## config.mk

```make
export PLATFORM = sky130hd
export DESIGN_NAME = kbd_poll_port
export DESIGN_NICKNAME = d
export VERILOG_FILES = /design/src/rtl/kbd_poll_pkg.sv /design/src/rtl/kbd_poll_decode.sv /design/src/rtl/kbd_poll_capture.sv /design/src/rtl/kbd_poll_deliver.sv /design/src/rtl/kbd_poll_port.sv
export SDC_FILE = /design/constraint.sdc
export NUM_CORES = 1
export LEC_CHECK = 0
export BUFFER_PORTS_ARGS = -buffer_cell sky130_fd_sc_hd__buf_2
export CELL_PAD_IN_SITES_DETAIL_PLACEMENT = 0
export CELL_PAD_IN_SITES_GLOBAL_PLACEMENT = 2
export CORE_UTILIZATION = 19
export CTS_CLUSTER_SIZE = 25
export DETAILED_ROUTE_END_ITERATION = 6
export PLACE_DENSITY = 0.85
export SYNTH_ARGS = -nofsm -noshare
export SYNTH_HDL_FRONTEND = slang
export SYNTH_SLANG_ARGS = --single-unit
export TNS_END_PERCENT = 30
```

## constraint.sdc

```tcl
create_clock -name clk -period 2.46 [get_ports clk]
set_clock_uncertainty 0.2 [all_clocks]
set_input_delay 0.369 -clock clk [delete_from_list [all_inputs] [get_ports clk]]
set_output_delay 0.369 -clock clk [all_outputs]
set_load 0.01 [all_outputs]
```

## src/rtl/kbd_poll_pkg.sv

```systemverilog
// Package: shared constants and types for the polled keyboard port.
// Assumes a word-addressed 16-bit bus with single-cycle reads.
package kbd_poll_pkg;

    localparam int unsigned KP_ADDR_W    = 16;
    localparam int unsigned KP_DATA_W    = 16;
    localparam int unsigned KP_CHAR_W    = 8;
    localparam int unsigned KP_READY_BIT = 15;
    localparam logic [15:0] KP_STAT_ADDR = 16'hFE00;
    localparam logic [15:0] KP_DATA_ADDR = 16'hFE02;

    // Decoded kind of the current bus read
    typedef struct packed {
        logic stat_rd;
        logic data_rd;
    } kp_access_t;

endpackage

```

## src/rtl/kbd_poll_decode.sv

```systemverilog
// Module: address decoder for the two port addresses.
// Only reads are decoded; writes never produce an access. Purely combinational.
module kbd_poll_decode
    import kbd_poll_pkg::*;
#(
    parameter int unsigned ADDR_W    = KP_ADDR_W,
    parameter logic [ADDR_W-1:0] STAT_ADDR = KP_STAT_ADDR[ADDR_W-1:0],
    parameter logic [ADDR_W-1:0] DATA_ADDR = KP_DATA_ADDR[ADDR_W-1:0]
) (
    input  logic              bus_rd,
    input  logic [ADDR_W-1:0] bus_addr,
    output kp_access_t        acc,
    output logic              hit
);

    // Classify the read by matching the address
    always_comb begin
        acc.stat_rd = bus_rd && (bus_addr == STAT_ADDR);
        acc.data_rd = bus_rd && (bus_addr == DATA_ADDR);
        hit         = acc.stat_rd || acc.data_rd;
    end

endmodule

```

## src/rtl/kbd_poll_capture.sv

```systemverilog
// Module: one-entry input buffer behind the valid/ready handshake.
// Accepts a character only when neither this buffer nor the delivered
// data word holds an undelivered key. Emptied when a status poll takes it.
module kbd_poll_capture #(
    parameter int unsigned CHAR_W = 8
) (
    input  logic              clk,
    input  logic              rst_n,
    input  logic              key_valid,
    input  logic [CHAR_W-1:0] key_data,
    input  logic              deliv_busy,
    input  logic              take,
    output logic              key_ready,
    output logic              hold_vld,
    output logic [CHAR_W-1:0] hold_char
);

    logic accept;

    // Ready only when no undelivered key exists anywhere in the block
    always_comb begin
        key_ready = !hold_vld && !deliv_busy;
        accept    = key_valid && key_ready;
    end

    // Buffer state: fill on accept, empty when the poll takes the key
    always_ff @(posedge clk) begin
        if (!rst_n) begin
            hold_vld  <= 1'b0;
            hold_char <= '0;
        end else if (accept) begin
            hold_vld  <= 1'b1;
            hold_char <= key_data;
        end else if (take) begin
            hold_vld  <= 1'b0;
        end
    end

endmodule

```

## src/rtl/kbd_poll_deliver.sv

```systemverilog
// Module: data word and delivered flag.
// Loads the buffered key, zero-extended, on a status poll that finds it.
// Clears the delivered flag when the data word is read.
module kbd_poll_deliver #(
    parameter int unsigned CHAR_W = 8,
    parameter int unsigned DATA_W = 16
) (
    input  logic              clk,
    input  logic              rst_n,
    input  logic              load,
    input  logic [CHAR_W-1:0] load_char,
    input  logic              data_rd,
    output logic              deliv_vld,
    output logic [DATA_W-1:0] data_word
);

    localparam int unsigned PAD_W = DATA_W - CHAR_W;

    // Data word and flag: load on poll transfer, release on data read
    always_ff @(posedge clk) begin
        if (!rst_n) begin
            deliv_vld <= 1'b0;
            data_word <= '0;
        end else if (load) begin
            deliv_vld <= 1'b1;
            data_word <= {{PAD_W{1'b0}}, load_char};
        end else if (data_rd) begin
            deliv_vld <= 1'b0;
        end
    end

endmodule

```

## src/rtl/kbd_poll_port.sv

```systemverilog
// Module: polled keyboard status/data port on a 16-bit memory bus (top).
// Reads are single-cycle and combinational: kbd_hit selects this block's
// data over mem_rdata. Bus writes are accepted on the bus but have no effect.
module kbd_poll_port
    import kbd_poll_pkg::*;
#(
    parameter int unsigned ADDR_W    = KP_ADDR_W,
    parameter int unsigned DATA_W    = KP_DATA_W,
    parameter int unsigned CHAR_W    = KP_CHAR_W,
    parameter int unsigned READY_BIT = KP_READY_BIT,
    parameter logic [ADDR_W-1:0] STAT_ADDR = KP_STAT_ADDR[ADDR_W-1:0],
    parameter logic [ADDR_W-1:0] DATA_ADDR = KP_DATA_ADDR[ADDR_W-1:0]
) (
    input  logic              clk,
    input  logic              rst_n,
    input  logic              key_valid,
    input  logic [CHAR_W-1:0] key_data,
    output logic              key_ready,
    input  logic              bus_rd,
    input  logic              bus_wr,
    input  logic [ADDR_W-1:0] bus_addr,
    input  logic [DATA_W-1:0] bus_wdata,
    input  logic [DATA_W-1:0] mem_rdata,
    output logic [DATA_W-1:0] rd_data,
    output logic              kbd_hit
);

    kp_access_t        acc;
    logic              hold_vld;
    logic [CHAR_W-1:0] hold_char;
    logic              deliv_vld;
    logic [DATA_W-1:0] data_word;
    logic              take;
    logic              pending;
    logic [DATA_W-1:0] stat_word;
    logic              wr_unused;

    // Writes are deliberately ignored; fold them into a sink
    assign wr_unused = bus_wr ^ (^bus_wdata);

    kbd_poll_decode #(
        .ADDR_W    (ADDR_W),
        .STAT_ADDR (STAT_ADDR),
        .DATA_ADDR (DATA_ADDR)
    ) u_decode (
        .bus_rd   (bus_rd),
        .bus_addr (bus_addr),
        .acc      (acc),
        .hit      (kbd_hit)
    );

    // A poll that finds a buffered key moves it in the same access
    assign take = acc.stat_rd && hold_vld;

    kbd_poll_capture #(
        .CHAR_W (CHAR_W)
    ) u_capture (
        .clk        (clk),
        .rst_n      (rst_n),
        .key_valid  (key_valid),
        .key_data   (key_data),
        .deliv_busy (deliv_vld),
        .take       (take),
        .key_ready  (key_ready),
        .hold_vld   (hold_vld),
        .hold_char  (hold_char)
    );

    kbd_poll_deliver #(
        .CHAR_W (CHAR_W),
        .DATA_W (DATA_W)
    ) u_deliver (
        .clk       (clk),
        .rst_n     (rst_n),
        .load      (take),
        .load_char (hold_char),
        .data_rd   (acc.data_rd),
        .deliv_vld (deliv_vld),
        .data_word (data_word)
    );

    // Status word: single ready flag at READY_BIT, all other bits zero
    always_comb begin
        pending              = hold_vld || deliv_vld;
        stat_word            = '0;
        stat_word[READY_BIT] = pending;
    end

    // Read mux: own registers on a hit, memory otherwise
    always_comb begin
        if (acc.stat_rd)      rd_data = stat_word;
        else if (acc.data_rd) rd_data = data_word;
        else                  rd_data = mem_rdata;
    end

endmodule

```

==> flow_summary.ini, run 1 <==
[finish]
final_cell_mix = 58 x buf_2, 33 x nand2_1, 18 x dfxtp_1
drive_gt1_share_pct = 51.3
nets = 253
final_common_cell = buf_2
instances_no_fill = 258
syn_to_final_growth_pct = 59.8
diodes = 0

[min_path]
holdPathStages = 3
hp-class = input pin to flip-flop
min_from = key_data[1]

[yosys]
seq_area_frac_synth_pct = 36.2
synth_nets = 183
yosys_warnings = 0
syn_avg_cell_area_um2 = 8.16
syn_inst = 122
syn-cell-area_um2 = 996
synth_cell_type_count = 24
ys_ff_latch = 18

[grt]
grt_max_degree = 19
overflow = 0
grt_pass1_vias = 858
grt_use_total_pct = 9.32
grt_pass1_wl_um = 3910
antenna_found_initial = 0

[timing]
tightest_slew_ns = 0.386
maxSlewHeadroom_pct = 74.3
whs_ns = 0.148
setup_violations = 0
fin_ws_ns = 0.0472
final_hold_viol_count = 0
fin_crit_sh_pct = 98.1
timing.fmax_ghz = 0.414
min_period_ns = 2.41
rsz0062_at_grt = yes
report.final.slew_viol_count = 0

[power]
power_switching_mw = 0.162
power_frac_seq_pct = 46.3
power.leakage_nw = 0.697
netSwitchingFraction_pct = 24.5
peakVddDrop_uv = 168
power.density_nw_per_um2 = 416
share_comb_of_total_power_pct = 16.8
p_clk_share_pct = 36.9
internal_power_mw = 0.499

[die]
die_h_um = 74.4
initial_utilization_pct = 20.4
io_pins = 79
core-area_um2 = 4880
die-area_um2 = 5540
chipWidth_um = 74.4
rows = 25

[job]
maxCapViolCount = 0

[route]
vias = 981
firstDrtPassIters = 4
ant_nets = 0
drt_iter0_drc = 12
via_per_inst = 3.80
routed_wl_um = 2620
drc_errors = 0
wl_per_cell_um = 10.1

[clock_network]
h-tree-depth = 1
clockBufferDepth = 2
cts_made_buffers = 3
cts_tree = built
clock_latency_ns = 0.25
clk_pin_slew_ns = 0.07
cts-root-buf = clkbuf_8
clock-sinks = 18

[place]
dpl.cell_count = 248
place_ws_ns = -0.0653
io_buffer_count = 61
dp_hpwl_um = 1950
place_congestion = 0.661

[critical_path]
cp_data_required_time_ns = 1.89
reg2reg_slack_ns = 1.01
crit_arrival_ns = 1.84
startpoint_type = input pin
endpoint = rd_data[15]
cp_max_fo = 3
r2r_start = u_capture.hold_vld
r2r_cells = 4
reg2reg_to = u_capture.hold_vld
startpoint = bus_addr[5]
crit_type = input pin to output pin
crit_path_end_kind = output pin

[status]
outcome = finished, final reports clean
-- registers in the layout (all words and copies together), names as in the netlist --
| register | flops |
|---|---|
| u_capture.hold_vld | 1 |
| u_capture.hold_char | 8 |
| u_deliver.deliv_vld | 1 |
| u_deliver.data_word | 8 |
-- per-layer routing --
metal  track usage [%]  up-vias  wire [um]
met2              14.6       24       1260
met4              4.40        0         42
li1                  -      538          -
met1              12.3      414       1220
met3              1.76        5        100
met5                 0        -          0
-- cell usage after synthesis, drive strengths merged --
master  instances  area (um^2)
nand3           8         80.1
nand4b          1         8.76
buf             5         42.5
clkinv          1         3.75
nor2            3         11.3
o21ai           9         75.1
nand2          33          124
a211oi          1         12.5
inv             8         30.0
and3b           1         8.76
nor2b           7         43.8
a21oi          10         50.1
nor4            1         12.5
mux2            1         11.3
clkbuf          3         11.3
and2            1         6.26
or4b            1         10.0
dfxtp          18          360
mux2i           8         80.1
or4             1         7.51
nand4           1         6.26
-- logic make-up after synthesis --
family	Yosys count	share of synthesized area, %
simple gates	58	32.0
compound gates	20	13.8
flops	18	36.2
buf+inv	17	8.79
mux	9	9.17
-- power groups by stage --
stage          Combinational (mW)  Sequential (mW)  Clock, mW
3_5_place_dp                0.107            0.313          0
2_1_floorplan              0.0538            0.311          0
4_1_cts                     0.111            0.306      0.252
5_1_grt                     0.125            0.307      0.262
6_report                    0.111            0.306      0.244
3_3_place_gp                0.106            0.312          0
-- final cells by class --
type | instances | area [um^2]
fill | 558 | 3290
sequential | 18 | 360
tap | 67 | 83.8
clock buffer | 4 | 55.1
multi-input combinational | 87 | 598
timing repair buffer | 73 | 460
inverter | 9 | 33.8
-- critical path, stage by stage --
cell,delay (ns)
buf_6,0.09
or4_4,0.53
nor4_4,0.27
buf_4,0.17
mux2_4,0.30
buf_6,0.12
-- worst min-delay path by stage --
stage | endpoint | slack [ns]
5_1_grt | u_capture.hold_char[6] | 0.15
3_5_place_dp | u_capture.hold_char[6] | 0.25
6_report | u_capture.hold_char[1] | 0.15
3_3_place_gp | u_capture.hold_char[4] | 0.24
4_1_cts | u_capture.hold_char[6] | 0.14
2_1_floorplan | u_capture.hold_char[0] | 0.24
-- metrics by stage --
stage                     total power [mW]  TNS (ns)  cell area (um^2)  utilization [%]
final                                0.662         0              1590             32.6
after global routing                 0.694    -0.182              1590             32.6
after CTS                            0.669    -0.753              1580             32.4
after detailed placement             0.419    -0.680              1420             29.2
after global placement               0.418    -0.675              1420             29.2
after floorplan                      0.365         0               996                -
-- what timing repair did --
item / 4_1_cts / 5_1_grt
cloned: 1 / 0
hold buffers: 0 / 0
gates resized for setup: 6 / 6
buffers inserted: 5 / 1
setup endpoints to repair: 15 / 17
pin swaps: 6 / 2
Power figures use the tool's default switching activity.
==> run 2, diff against run 1 <==
--- a/config.mk
+++ b/config.mk
@@ -5,13 +5,14 @@
 export SDC_FILE = /design/constraint.sdc
 export NUM_CORES = 1
 export LEC_CHECK = 0
+export ABC_CLOCK_PERIOD_IN_PS = 2460
 export BUFFER_PORTS_ARGS = -buffer_cell sky130_fd_sc_hd__buf_2
 export CELL_PAD_IN_SITES_DETAIL_PLACEMENT = 0
 export CELL_PAD_IN_SITES_GLOBAL_PLACEMENT = 2
 export CORE_UTILIZATION = 19
 export CTS_CLUSTER_SIZE = 25
 export DETAILED_ROUTE_END_ITERATION = 6
-export PLACE_DENSITY = 0.85
+export PLACE_DENSITY = 0.78
 export SYNTH_ARGS = -nofsm -noshare
 export SYNTH_HDL_FRONTEND = slang
 export SYNTH_SLANG_ARGS = --single-unit
==> flow_summary.ini, run 2 (same netlist as run 1, synthesis figures left out) <==
[route]
routed_wl_um = 2730
ant_nets = 0
drc_errors = 0
vias = 1000
firstDrtPassIters = 2
drt_iter0_drc = 17
via_per_inst = 3.89
wl_per_cell_um = 10.6

[clock_network]
clk_pin_slew_ns = 0.07
cts-root-buf = clkbuf_8
cts_made_buffers = 3
h-tree-depth = 1
clockBufferDepth = 2
cts_tree = built
clock_latency_ns = 0.26
clock-sinks = 18
cts_hold_buf = 0

[grt]
grt_pass1_wl_um = 3920
grt_pass1_vias = 837
grt_max_degree = 19
grt_use_total_pct = 9.29
overflow = 0
antenna_found_initial = 0

[place]
dp_hpwl_um = 1970
place_congestion = 0.631
place_ws_ns = -0.0791
io_buffer_count = 61

[die]
die-area_um2 = 5540
core-area_um2 = 4880
die_h_um = 74.4
chipWidth_um = 74.4
initial_utilization_pct = 20.4
io_pins = 79
rows = 25

[min_path]
holdPathStages = 3
min_to = u_capture.hold_char[0]
hp-class = input pin to flip-flop
min_from = key_data[0]

[finish]
postLayoutCoreUtil_pct = 33.2
drive_gt1_share_pct = 51.1
fill_cells = 562
syn_to_final_growth_pct = 62.4
final_cell_mix = 59 x buf_2, 33 x nand2_1, 18 x dfxtp_1
diodes = 0
final_common_cell = buf_2
nets = 252
largest_registers = u_capture.hold_char: 8 flops, u_deliver.data_word: 8 flops

[critical_path]
crit_top_cell = buf_6
path_cells = buf_6, or4_4, nor4_4, buf_6, mux2_4, buf_6
crit_path_end_kind = output pin
crit_arrival_ns = 1.84
r2r_cells = 4
cp_data_required_time_ns = 1.89
cp_max_fo = 5
reg2reg_slack_ns = 1.01
crit_slowest_cell = or4_4
reg2reg_to = u_capture.hold_vld
startpoint_type = input pin
critPathMaxStageDelay_ns = 0.53
startpoint = bus_addr[5]
r2r_start = u_capture.hold_vld
crit_type = input pin to output pin

[timing]
setup_violations = 0
whs_ns = 0.144
tightest_slew_ns = 0.384
report.final.slew_viol_count = 0
final_hold_viol_count = 0
fin_setup_tns_ns = 0
min_period_ns = 2.41
fin_crit_sh_pct = 97.8
timing.fmax_ghz = 0.415
maxSlewHeadroom_pct = 74.4
rsz0062_at_grt = yes
fin_ws_ns = 0.0532

[power]
peakVddDrop_uv = 268
power.leakage_nw = 0.699
power.density_nw_per_um2 = 409
finalPower_mw = 0.661

[status]
outcome = finished, final reports clean

[job]
maxCapViolCount = 0
## run 2: what timing repair did
action | in CTS | in global routing
gates cloned | 1 | 1
resized for setup | 3 | 10
pin swaps | 1 | 4
endpoints found under the setup margin | 10 | 15
setup buffers | 2 | 2
## run 2: critical path, delay by kind of cell
kind	cells	cell delay, ns
buffers and inverters	3	0.39
muxes	1	0.31
and+or+nand+nor	2	0.76
## run 2: through the flow
| step | instances | cell area [um^2] |
|---|---|---|
| final | 257 | 1620 |
| after global routing | 257 | 1620 |
| after detailed placement | 247 | 1400 |
| after CTS | 254 | 1520 |
| after global placement | 247 | 1400 |
| after floorplan | 122 | 996 |
## run 2: worst max-delay path by stage
stage	slack [ns]	endpoint	cells past startpoint
finish	0.05	rd_data[15]	6
global route	-0.02	rd_data[4]	8
CTS	0.004	rd_data[15]	6
detailed placement	-0.08	rd_data[6]	7
global placement	-0.07	rd_data[6]	7
floorplan	0.16	rd_data[15]	4
## run 2: cell type report
type                            count  area (um^2)  area share [%]
Clock buffer                        4         55.1            3.40
Timing Repair Buffer               72          487            30.1
Multi-Input combinational cell     87          598            37.0
Tap cell                           67         83.8            5.18
Sequential cell                    18          360            22.3
Inverter                            9         33.8            2.09
## run 2: where the power goes
| part | switching (mW) | total, mW | leakage (nW) | internal [mW] |
|---|---|---|---|---|
| clock | 0.102 | 0.245 | 0.0288 | 0.142 |
| combinational | 0.0555 | 0.111 | 0.524 | 0.0554 |
| sequential | 0.00521 | 0.306 | 0.146 | 0.301 |
## run 2: per-layer routing
metal / vias up / routed length (um) / GRT usage [%]
met4: 0 / 39 / 3.77
met5: - / 0 / 0
met1: 438 / 1220 / 12.4
met3: 4 / 90 / 1.63
li1: 536 / - / -
met2: 22 / 1370 / 14.7
==> run 3, diff against run 2 <==
--- a/config.mk
+++ b/config.mk
@@ -5,6 +5,7 @@
 export SDC_FILE = /design/constraint.sdc
 export NUM_CORES = 1
 export LEC_CHECK = 0
+export ABC_AREA = 1
 export ABC_CLOCK_PERIOD_IN_PS = 2460
 export BUFFER_PORTS_ARGS = -buffer_cell sky130_fd_sc_hd__buf_2
 export CELL_PAD_IN_SITES_DETAIL_PLACEMENT = 0
==> flow_summary.ini, run 3 <==
[timing]
rsz0062_at_grt = no
fin_crit_sh_pct = 85.0
whs_ns = 0.168
timing.fmax_ghz = 0.478
tightest_slew_ns = 0.319
maxSlewHeadroom_pct = 78.7
final_hold_viol_count = 0
fin_setup_tns_ns = 0
report.final.slew_viol_count = 0
min_period_ns = 2.09
setup_violations = 0

[place]
postPlaceCellArea_um2 = 1560
dp_hpwl_um = 2140
io_buffer_count = 61
place_congestion = 0.662

[finish]
diodes = 0
stdcell_area_um2 = 1620
largest_registers = u_capture.hold_char: 8 flops, u_deliver.data_word: 8 flops
postLayoutCoreUtil_pct = 27.3
syn_to_final_growth_pct = 39.2
nets = 308
final_common_cell = buf_2
drive_gt1_share_pct = 39.0
final_cell_mix = 61 x buf_2, 50 x nor2_1, 38 x inv_1

[die]
rows = 28
die-area_um2 = 6430
die_h_um = 80.2
chipWidth_um = 80.2
core-area_um2 = 5920
initial_utilization_pct = 19.6
io_pins = 79

[grt]
grt_pass1_vias = 1100
grt_use_total_pct = 8.77
overflow = 0
grt_pass1_wl_um = 4440
grt_max_degree = 18
antenna_found_initial = 0

[yosys]
synth_nets = 243
synth_top_area_share_pct = 31.0
yosys_warnings = 0
yosysMostFrequentCell = nor2_1
seq_area_frac_synth_pct = 31.0
synthFlopType = dfxtp_1
syn_avg_cell_area_um2 = 6.39
synth_common_cells = 50 x nor2_1, 38 x inv_1, 31 x nand2_1
syn-cell-area_um2 = 1160
netlist_top_cells_area = dfxtp_1 31%, nor2_1 16%, inv_1 12%
synth_cell_type_count = 18
syn_inst = 182
synth_enable_flop_cells = 0
yosys.area.top_type = dfxtp_1
ys_ff_latch = 18
async_flop_share_pct = 0

[min_path]
hp-class = input pin to flip-flop
min_from = key_data[7]

[route]
vias = 1156
via_per_inst = 3.60
drc_errors = 0
firstDrtPassIters = 6
routed_wl_um = 2650
wl_per_cell_um = 8.25
ant_nets = 0
drt_iter0_drc = 30

[critical_path]
startpoint_type = input pin
cpLargestDelayFamily = simple AND/OR/NAND/NOR gates
crit_type = input pin to output pin
crit_path_end_kind = output pin
crit_arrival_ns = 1.52
reg2reg_slack_ns = 1.05
path_cells = buf_2, nor2_1, nand2_2, nor2_4, nand3_4, buf_12, o21ai_2, nor2_1, buf_2
startpoint = bus_addr[5]
crit_slowest_cell = buf_12
critPathBufInv = 3
cp_data_required_time_ns = 1.89
cp_max_fo = 12
r2r_start = u_capture.hold_vld
critPathMaxStageDelay_ns = 0.19

[clock_network]
cts_tree = built
clockBufferDepth = 2
post-cts-setup-buffers = 0
post_cts_resized = 0
clock_latency_ns = 0.25
h-tree-depth = 1
cts-root-buf = clkbuf_8
clk_pin_slew_ns = 0.07
cts_hold_buf = 0
clock-sinks = 18
cts_made_buffers = 3

[power]
power.density_nw_per_um2 = 414
internal_power_mw = 0.502
p_clk_share_pct = 35.5
finalPower_mw = 0.669
power_switching_mw = 0.167
peakVddDrop_uv = 120
netSwitchingFraction_pct = 25.0
power_frac_seq_pct = 46.6
power.leakage_nw = 0.945
share_comb_of_total_power_pct = 17.9

[status]
outcome = finished, final reports clean

[job]
maxCapViolCount = 0
[run 3: cell types whose count changed after synthesis, sizes merged, moves of 2 or more]
cell    before  now
nor2         3   58
nand3        8    6
nand2       33   36
o21ai        9   17
a21oi       10    2
mux2i        8    0
nor2b        7    0
inv          8   40
clkbuf       3    1
buf          5    2
[run 3: per-stage QoR]
step                      setup WS, ns  instances
final                            0.369        321
after global routing             0.243        321
after CTS                        0.348        321
after detailed placement         0.354        317
after global placement           0.337        317
after floorplan                  0.712        182
[run 3: area by class of cell]
| type | count | area, um^2 |
|---|---|---|
| repair buffers | 63 | 333 |
| well taps | 75 | 93.8 |
| multi-input cells | 121 | 626 |
| inverters | 40 | 150 |
| flip-flops and latches | 18 | 360 |
| clock buffers | 4 | 55.1 |
| fillers | 697 | 4300 |
[run 3: per-layer routing]
| layer | wire length [um] | vias up | global-route usage [%] |
|---|---|---|---|
| li1 | - | 660 | - |
| met1 | 1290 | 465 | 10.5 |
| met4 | 0 | 0 | 4.29 |
| met3 | 126 | 0 | 0.909 |
| met2 | 1230 | 31 | 15.5 |
| met5 | 0 | - | 0 |
[run 3: worst min-delay path, cell delays in order]
cell     delay, ns
buf_2         0.07
o21ai_0       0.07
nor2_1        0.08
[run 3: power by group through the flow]
stage                     Sequential (mW)  Combinational [mW]  Clock, mW
after global routing                0.313               0.138      0.258
after global placement              0.318               0.121          0
final                               0.312               0.120      0.238
after detailed placement            0.318               0.122          0
after CTS                           0.312               0.122      0.250
after floorplan                     0.317              0.0643          0
[run 3: final timing paths]
| check | end | cells after the start |
|---|---|---|
| setup reg to reg | u_capture.hold_char[2] | 5 |
| hold reg to reg | u_deliver.deliv_vld | 2 |
| setup / recovery | rd_data[4] | 9 |
| hold / removal | u_capture.hold_char[7] | 3 |
[run 3: cells by family (layout without fill, tap and decap cells)]
kind of cell | Yosys count | after routing | share of synthesized area (%)
AO/OA/AOI/OAI | 20 | 20 | 11.7
buffers and inverters | 43 | 107 | 15.2
flip-flops | 18 | 18 | 31.0
AND/OR/NAND/NOR | 101 | 101 | 42.1
